## src/rtl/ptc_pkg.sv

```systemverilog
package ptc_pkg;
  typedef enum logic [1:0] {
    MODE_IDLE = 2'd0,
    MODE_UP   = 2'd1,
    MODE_DOWN = 2'd2
  } ptc_mode_e;

  // Next mode from the command strobes: stop, then up, then down.
  function automatic ptc_mode_e mode_next(input ptc_mode_e cur, input logic stp,
                                          input logic up, input logic dn);
    if (stp)     return MODE_IDLE;
    else if (up) return MODE_UP;
    else if (dn) return MODE_DOWN;
    else         return cur;
  endfunction
endpackage

```

## src/rtl/ptc_mode_ctl.sv

```systemverilog
module ptc_mode_ctl
  import ptc_pkg::*;
(
  input  logic      clk,
  input  logic      rst_n,
  input  logic      cmd_up,
  input  logic      cmd_down,
  input  logic      cmd_stop,
  output ptc_mode_e mode_q
);
  always_ff @(posedge clk) begin
    if (!rst_n) mode_q <= MODE_IDLE;
    else        mode_q <= mode_next(mode_q, cmd_stop, cmd_up, cmd_down);
  end
endmodule

```

## src/rtl/ptc_count_core.sv

```systemverilog
module ptc_count_core
  import ptc_pkg::*;
#(
  parameter int CNT_W = 8
) (
  input  logic             clk,
  input  logic             rst_n,
  input  ptc_mode_e        mode,
  input  logic             pulse,
  input  logic             clear,
  output logic [CNT_W-1:0] cnt_q,
  output logic             wrap_evt
);
  localparam logic [CNT_W-1:0] CNT_MAX = {CNT_W{1'b1}};
  localparam logic [CNT_W-1:0] CNT_ONE = {{(CNT_W-1){1'b0}}, 1'b1};

  logic step_en;
  logic [CNT_W-1:0] cnt_d;

  assign step_en  = pulse && !clear && (mode != MODE_IDLE);
  assign wrap_evt = step_en && (((mode == MODE_UP) && (cnt_q == CNT_MAX)) ||
                                ((mode == MODE_DOWN) && (cnt_q == '0)));

  always_comb begin
    cnt_d = cnt_q;
    if (clear)                             cnt_d = '0;
    else if (step_en && mode == MODE_UP)   cnt_d = cnt_q + CNT_ONE;
    else if (step_en && mode == MODE_DOWN) cnt_d = cnt_q - CNT_ONE;
  end

  always_ff @(posedge clk) begin
    if (!rst_n) cnt_q <= '0;
    else        cnt_q <= cnt_d;
  end
endmodule

```

## src/rtl/ptc_carry_flag.sv

```systemverilog
module ptc_carry_flag (
  input  logic clk,
  input  logic rst_n,
  input  logic wrap_evt,
  input  logic clr_cmd,
  input  logic seq_active,
  output logic carry_q,
  output logic carry_out
);
  always_ff @(posedge clk) begin
    if (!rst_n) carry_q <= 1'b0;
    else        carry_q <= seq_active && !clr_cmd && (carry_q || wrap_evt);
  end

  assign carry_out = carry_q && seq_active;
endmodule

```

## src/rtl/pos_track_counter.sv

```systemverilog
module pos_track_counter
  import ptc_pkg::*;
#(
  parameter int CNT_W = 8
) (
  input  logic             clk,
  input  logic             rst_n,
  input  logic             pos_pulse,
  input  logic             cmd_up,
  input  logic             cmd_down,
  input  logic             cmd_stop,
  input  logic             cmd_clear,
  input  logic             cmd_clr_carry,
  input  logic             seq_active,
  input  logic             rdbk_sel,
  output logic [CNT_W-1:0] count,
  output logic             carry,
  output logic [CNT_W-1:0] rdbk
);
  ptc_mode_e mode_q;
  logic      wrap_evt;
  logic      carry_q;

  ptc_mode_ctl u_mode (
    .clk(clk), .rst_n(rst_n), .cmd_up(cmd_up), .cmd_down(cmd_down),
    .cmd_stop(cmd_stop), .mode_q(mode_q)
  );

  ptc_count_core #(.CNT_W(CNT_W)) u_core (
    .clk(clk), .rst_n(rst_n), .mode(mode_q), .pulse(pos_pulse),
    .clear(cmd_clear), .cnt_q(count), .wrap_evt(wrap_evt)
  );

  ptc_carry_flag u_carry (
    .clk(clk), .rst_n(rst_n), .wrap_evt(wrap_evt), .clr_cmd(cmd_clr_carry),
    .seq_active(seq_active), .carry_q(carry_q), .carry_out(carry)
  );

  assign rdbk = rdbk_sel ? count : '0;
endmodule

```

## config.mk

```make
export PLATFORM = sky130hd
export DESIGN_NAME = pos_track_counter
export DESIGN_NICKNAME = d
export VERILOG_FILES = /design/src/rtl/ptc_pkg.sv /design/src/rtl/ptc_mode_ctl.sv /design/src/rtl/ptc_count_core.sv /design/src/rtl/ptc_carry_flag.sv /design/src/rtl/pos_track_counter.sv
export SDC_FILE = /design/constraint.sdc
export NUM_CORES = 1
export LEC_CHECK = 0
export BUFFER_PORTS_ARGS = -buffer_cell sky130_fd_sc_hd__buf_2
export CAP_MARGIN = 40
export CORE_MARGIN = 5
export CORE_UTILIZATION = 44
export DETAILED_ROUTE_END_ITERATION = 8
export PLACE_DENSITY = 0.72
export REMOVE_ABC_BUFFERS = 1
export SLEW_MARGIN = 30
export SYNTH_ARGS = -nofsm -noshare
export SYNTH_HDL_FRONTEND = slang
export SYNTH_SLANG_ARGS = --single-unit
```

## constraint.sdc

```tcl
create_clock -name clk -period 2.6 [get_ports clk]
set_clock_uncertainty 0.1 [all_clocks]
set_input_delay 0.39 -clock clk [delete_from_list [all_inputs] [get_ports clk]]
set_output_delay 0.39 -clock clk [all_outputs]
set_load 0.1 [all_outputs]
```

==> results of run 1 <==
[stage by stage]
step,hold slack (ns),total power [W]
2_1_floorplan,0.367,0.000226
3_3_place_gp,0.399,0.000247
3_5_place_dp,0.400,0.000248
4_1_cts,0.165,0.000369
5_1_grt,0.170,0.000386
6_report,0.170,0.000365
[flip-flops by register name (all words and copies together), names as in the netlist]
signal           count
u_mode.mode_q        2
u_core.cnt_q         8
u_carry.carry_q      1
[final timing paths]
path / depth (start not counted) / end
worst min-delay path: 2 / u_carry.carry_q
worst max-delay path: 8 / u_core.cnt_q[7]
worst max register to register: 8 / u_core.cnt_q[7]
worst min register to register: 2 / u_carry.carry_q
[per-layer routing]
layer | global-route usage, % | wire [um] | part of all wire, % | vias up
met5 | 0 | 0 | 0 | -
met3 | 1.99 | 107 | 5.2 | 8
met1 | 21.1 | 926 | 45 | 375
met2 | 25.6 | 959 | 47 | 28
li1 | - | - | - | 436
met4 | 9.36 | 45 | 2.2 | 0
[placed cells by master (no fill, tap or decap), drive strengths merged, types with 4 or more instances in the layout]
cell,n
dfxtp,11
clkbuf,4
xnor2,4
a21oi,11
ha,6
nand2,12
buf,33
and2,9
nor2,7
nand2b,6
[cell type report]
class,instances,area [um2],share of cell area (%)
Clock buffer,4,26.3,2.55
Inverter,2,7.51,0.727
Multi-Input combinational cell,86,564,54.7
Sequential cell,11,220,21.3
Tap cell,25,31.3,3.03
Timing Repair Buffer,33,183,17.7
[power breakdown]
part	total [W]	internal, W	switching (W)	leakage [nW]
combinational	0.0000695	0.0000260	0.0000435	0.366
clock	0.000121	0.0000594	0.0000616	0.0150
sequential	0.000175	0.000171	0.00000395	0.0890
[cells by family (layout without fill, tap and decap cells)]
family / Yosys count / count (layout)
flops: 11 / 11
xor+xnor: 4 / 4
simple gates: 50 / 50
fa+ha+maj: 7 / 7
buf+inv: 3 / 39
mux: 1 / 1
compound gates: 24 / 24
[worst register-to-register path: stages, from the launching register on]
cell and delay (ns):
dfxtp_1 0.34, nand2b_1 0.20, or2_4 0.30, ha_1 0.33
a21oi_2 0.18, a211oi_1 0.10, or4_1 0.52, o21ai_2 0.08
mux2i_1 0.18
==> summary.md, run 1 <==
| Metric | Value |
|---|---|
| Yosys reg bits | `11` |
| Fillers | `around 160` |
| Cells after DPL | `between 150 and 200` |
| Core Util, Final | `about 60%` |
| Gpl congestion | `~0.86` |
| Dpl ws | `-0.0352 ns` |
| CTS resizes | `0` |
| Total CTS buffers | `3` |
| Final #Nets | `around 150` |
| Hold crit path type | `in -> reg` |
| Max-cap violations | `0` |
| Top-count cell post-synth | `nand2_1` |
| Count of input and output buffers | `26` |
| Die X-Extent | `around 52 um` |
| RSZ-0062 raised after global routing | `no` |
| Data arrival, critical path | `2.52 ns` |
| Slew Viols, Final | `0` |
| Simple-gate share of the synthesized area | `about a third` |
| Synth top area cells | `dfxtp_1, ha_1, and2_1` |
| CTS sink cnt | `11` |
| Synth cell count leaders | `nand2_1, dfxtp_1, a21oi_1` |
| Final setup fails | `0` |
| Vias | `roughly 850` |
| Yosys top cell by area | `dfxtp_1` |
| Synth warnings | `0` |
| CTS max path bufs | `2` |
| HP Start | `cmd_clr_carry` |
| Routed Antenna Nets | `0` |
| H-tree depth | `1` |
| Antenna diode count | `0` |
| Setup TNS | `0 ns` |
| Number of global-route vias before repair | `approximately 770` |
| Gate Count Post-Synth | `100` |
| Reg2reg start | `u_mode.mode_q[1]` |
| EDFF count, synth | `0` |
| XOR/XNOR Fraction of Synth Area | `between 4 and 5%` |
| Largest family of logic cells by synthesized area | `simple AND/OR/NAND/NOR gates` |
| First-pass GRT wire length | `around 3.4 mm` |
| Syn avg cell area | `slightly below 8 um2` |
| Fin worst setup slack | `around 0.19 ns` |
| Final Hold Violating Endpoints | `0` |
| Area share of the largest cell type after synthesis | `approximately 28%` |
| Crit path from | `u_mode.mode_q[1]` |
| Mapped Area | `793 um2` |
| DPL Wire Length | `roughly 1.6 mm` |
| Post-route cell area | `1030 um2` |
| Power per cell area | `between 300 and 400 nW/um2` |
| VDD IR max | `between 200 and 250 uV` |
| Initial Utilization | `a little under half` |
| Post-Place Cell Area | `around 1000 um2` |
| IO Count | `27` |
| P_leak | `around 0.47 nW` |
| Relative max-transition margin | `between 50% and 60%` |
| Worst Path Max Fanout | `8` |
| Post-CTS setup buffer count | `0` |
| CTS tree | `done` |
| Asr flop ratio synth | `0%` |
| Post-synthesis compound-gate area fraction | `19.4%` |
| Drt initial violations | `16` |
| Critical path's largest stage delay | `about 0.52 ns` |
| Main synth FF type | `dfxtp_1` |
| Number of hold buffers added after CTS | `0` |
| Area of the die | `2750 um2` |
| WL per Instance | `approximately 13 um` |
| Largest net degree at the start of global routing | `9` |
| Worst setup EP type | `flip-flop` |
| Remaining Overflow, GRT | `0` |
| Root buf cell | `clkbuf_4` |
| R2r setup slk | `about 0.19 ns` |
| Worst-path clk slew | `roughly 0.080 ns` |
| Die Y | `52.5 um` |
| Layout cell share with drive strength beyond 1 | `between 30 and 40%` |
| Tot GR Track Use | `roughly 16%` |
| CP max-delay cell | `or4_1` |
| Initial antenna violation count | `0` |
| Multiplexer share of the synthesized area | `1.26%` |
| Clk_lat worst skew | `0.27 ns` |
| Library cells used by synthesis | `33` |
| Core area | `1730 um2` |
| Top Family by Delay on Critical Path | `simple AND/OR/NAND/NOR gates` |
| Status | `finished clean` |
| Total Wirelength | `2.04 mm` |
| Crit path cell chain | `nand2b_1 > or2_4 > ha_1 > a21oi_2 > a211oi_1 > or4_1 > o21ai_2 > mux2i_1` |
| Worst Setup Path Type | `reg -> reg` |
| Buf/Inv on CP | `0` |
| # rows | `15` |
| Sequential area share after synthesis | `between 20% and 30%` |
| Area grow syn2layout | `30.1%` |
| Fin crit share | `92.8%` |
| First-pass DRT Iterations | `4` |
| Worst Tran Pin Value | `roughly 0.6 ns` |
| Minimum clock period after layout | `around 2.4 ns` |
| F_max | `between 400 and 500 MHz` |
| Drc violations | `0` |
| Worst path required time | `around 2.7 ns` |
| Adder-Cell Fraction of Synth Area | `a little under an eighth` |
| Critical Path Start Type | `flip-flop` |
| Layout Cells excl Fill | `~160` |
| Vias/cell | `about 5.3` |
(Power assumes the default switching activity.)
==> run 2, diff against run 1 <==
==> constraint.sdc (replaced) <==
create_clock -name clk -period 2.6 [get_ports clk]
set_clock_uncertainty 0.1 [all_clocks]
set_input_delay 0.26 -clock clk [delete_from_list [all_inputs] [get_ports clk]]
set_output_delay 0.26 -clock clk [all_outputs]
set_load 0.1 [all_outputs]
==> run 2 against run 1 <==
Final cell count decreased by 3.1%. Critical path depth unchanged. Routed wire length increased by 1.9%. Power increased by 0.32%. Utilization decreased by 1.9 points. Die area unchanged. Non-clock buffer count decreased by 5. Register-to-register slack got worse by 0.05 ns. Hold slack got worse by 0.13 ns. Clock power about the same. Global-route usage increased by 1.3 points.
==> summary.md, run 2 (synthesis results as in run 1) <==
| Metric | Value |
|---|---|
| DPL Wire Length | `between 1.5 and 2 mm` |
| Drc violations | `0` |
| Worst Path Max Fanout | `8` |
| Largest register by flop count | `u_core.cnt_q` |
| Data arrival, critical path | `~2.6 ns` |
| FF/Latch Area | `roughly 220 um2` |
| Cells after DPL | `approximately 150` |
| Vias | `852` |
| Clk_lat worst skew | `0.27 ns` |
| First-pass GRT wire length | `roughly 3.6 mm` |
| Crit path cell chain | `nand2b_1 > or2_4 > ha_1 > a21oi_2 > a211oi_1 > or4_1 > o21ai_2 > mux2i_1` |
| Critical Path Start Type | `flip-flop` |
| Commonest non-fill, non-tap cells in the layout | `buf_2, nand2_1, dfxtp_1` |
| Relative max-transition margin | `59.8%` |
| Buf/Inv on CP | `0` |
| Root buf cell | `clkbuf_4` |
| RSZ-0062 raised after global routing | `no` |
| Critical path's largest stage delay | `between 0.5 and 0.6 ns` |
| Worst-path clk slew | `approximately 0.07 ns` |
| Die X-Extent | `about 52 um` |
| Fin worst setup slack | `0.139 ns` |
| Clk pwr share | `around a third` |
| Top Family by Delay on Critical Path | `simple AND/OR/NAND/NOR gates` |
| Drt initial violations | `10` |
| Final setup fails | `0` |
| Fillers | `around 180` |
| Commonest non-fill, non-tap cell in the layout | `buf_2` |
| # rows | `15` |
| Comb pwr share | `approximately 18%` |
| Area of the die | `between 2000 and 3000 um2` |
| Die Y | `around 52 um` |
| Fin crit share | `94.7%` |
| Count of input and output buffers | `26` |
| CTS tree | `done` |
| Initial Utilization | `a little under half` |
| Max-cap violations | `0` |
| Footprint of the multi-input gates | `between 500 and 600 um2` |
| Net Sw Power | `between 0.0001 and 0.00015 W` |
| First-pass DRT Iterations | `4` |
| Minimum clock period after layout | `2.46 ns` |
| Crit. path cell count | `8` |
| Remaining Overflow, GRT | `0` |
| Initial antenna violation count | `0` |
| Worst Tran Pin Value | `about 0.60 ns` |
| Status | `finished clean` |
| P_leak | `between 0.4 and 0.5 nW` |
| WL per Instance | `between 10 and 15 um` |
| Biggest regs | `u_core.cnt_q x8, u_mode.mode_q x2, u_carry.carry_q x1` |
| Hold path cells | `2` |
| Layout cell share with drive strength beyond 1 | `between 20% and 30%` |
| Slew Viols, Final | `0` |
| Final Hold Violating Endpoints | `0` |
| Int Pwr | `between 0.0002 and 0.0003 W` |
| Dpl ws | `between 0.01 and 0.015 ns` |
| IO Count | `27` |
| Gpl congestion | `a little over 0.8` |
| H-tree depth | `1` |
| R2R depth | `8` |
| Number of hold buffers added after CTS | `0` |
| Vias/cell | `approximately 5.5` |
| Power per cell area | `between 300 and 400 nW/um2` |
| Largest net degree at the start of global routing | `9` |
| Worst path required time | `2.70 ns` |
| Hold crit path type | `in -> reg` |
| Layout Cells excl Fill | `roughly 160` |
| Total Wirelength | `just over 2 mm` |
| F_max | `between 400 and 500 MHz` |
| Max reg flops | `8` |
| Worst setup EP type | `flip-flop` |
| Tot GR Track Use | `between 15 and 20%` |
| Total CTS buffers | `3` |
| CTS sink cnt | `11` |
| Pwr Total | `approximately 0.00037 W` |
| Sequential power share | `a little under half` |
| CP max-delay cell | `or4_1` |
| Antenna diode count | `0` |
| CTS max path bufs | `2` |
| Area grow syn2layout | `26.0%` |
| Core area | `about 1700 um2` |
| Routed Antenna Nets | `0` |
| Sw frac | `30.4%` |
| VDD IR max | `~220 uV` |
| Number of global-route vias before repair | `between 800 and 900` |
| Final #Nets | `about 150` |
| Worst Setup Path Type | `reg -> reg` |
## run 2: changes by cell type in the layout (fill, tap and decap cells not counted)
cell,previous run,this run
buf_4,7,2
a21oi_1,10,9
a21oi_2,1,2
dfxtp_1,11,10
dfxtp_2,0,1
## run 2: cell type report
class / count / share of cell area, %
multi-input combinational: 86 / 56.8
tap: 25 / 3.13
clock buffer: 4 / 2.63
inverter: 2 / 0.751
sequential: 11 / 22.2
timing repair buffer: 28 / 14.5
## run 2: worst reg2reg max path: cells and delay by family (launching register included)
kind / cells / cell delay [ns]
adders and majority gates: 1 / 0.35
AOI/OAI and AO/OA: 3 / 0.39
muxes: 1 / 0.21
and+or+nand+nor: 3 / 0.99
DFF: 1 / 0.35
## run 2: through the flow
step           hold slack (ns)  TNS [ns]  instance area, um2  util, %
2_1_floorplan            0.237   -0.0335                 790        -
3_3_place_gp             0.329         0                 966     55.9
3_5_place_dp             0.335         0                 966     55.9
4_1_cts                 0.0397         0                 992     57.5
5_1_grt                 0.0424         0                1000     57.9
6_report                0.0426         0                1000     57.9
## run 2: layer usage
metal	GRT usage [%]	routed length, um	share of wire, %	vias to the layer above
met1	22.4	964	46	396
met3	2.28	100	4.8	7
met5	0	0	0	-
li1	-	-	-	423
met4	10.2	63	3.0	0
met2	27.9	949	46	26
## run 2: power by group through the flow
stage	Sequential (W)	Combinational, W	Clock (W)
detailed placement	0.000179	0.0000671	0
floorplan	0.000188	0.0000374	0
CTS	0.000175	0.0000675	0.000127
global route	0.000176	0.0000748	0.000136
global placement	0.000179	0.0000659	0
finish	0.000175	0.0000676	0.000124
## run 2: repair_timing
action                                  4_1_cts  5_1_grt
buffers inserted                              0        0
endpoints found under the setup margin        0        1
resized for setup                             0        3
## run 2: final timing paths
path	to	slack, ns	startpoint
min	u_carry.carry_q	0.04	cmd_clr_carry
max reg2reg	u_core.cnt_q[7]	0.14	u_mode.mode_q[1]
max	u_core.cnt_q[7]	0.14	u_mode.mode_q[1]
min reg2reg	u_carry.carry_q	0.42	u_carry.carry_q
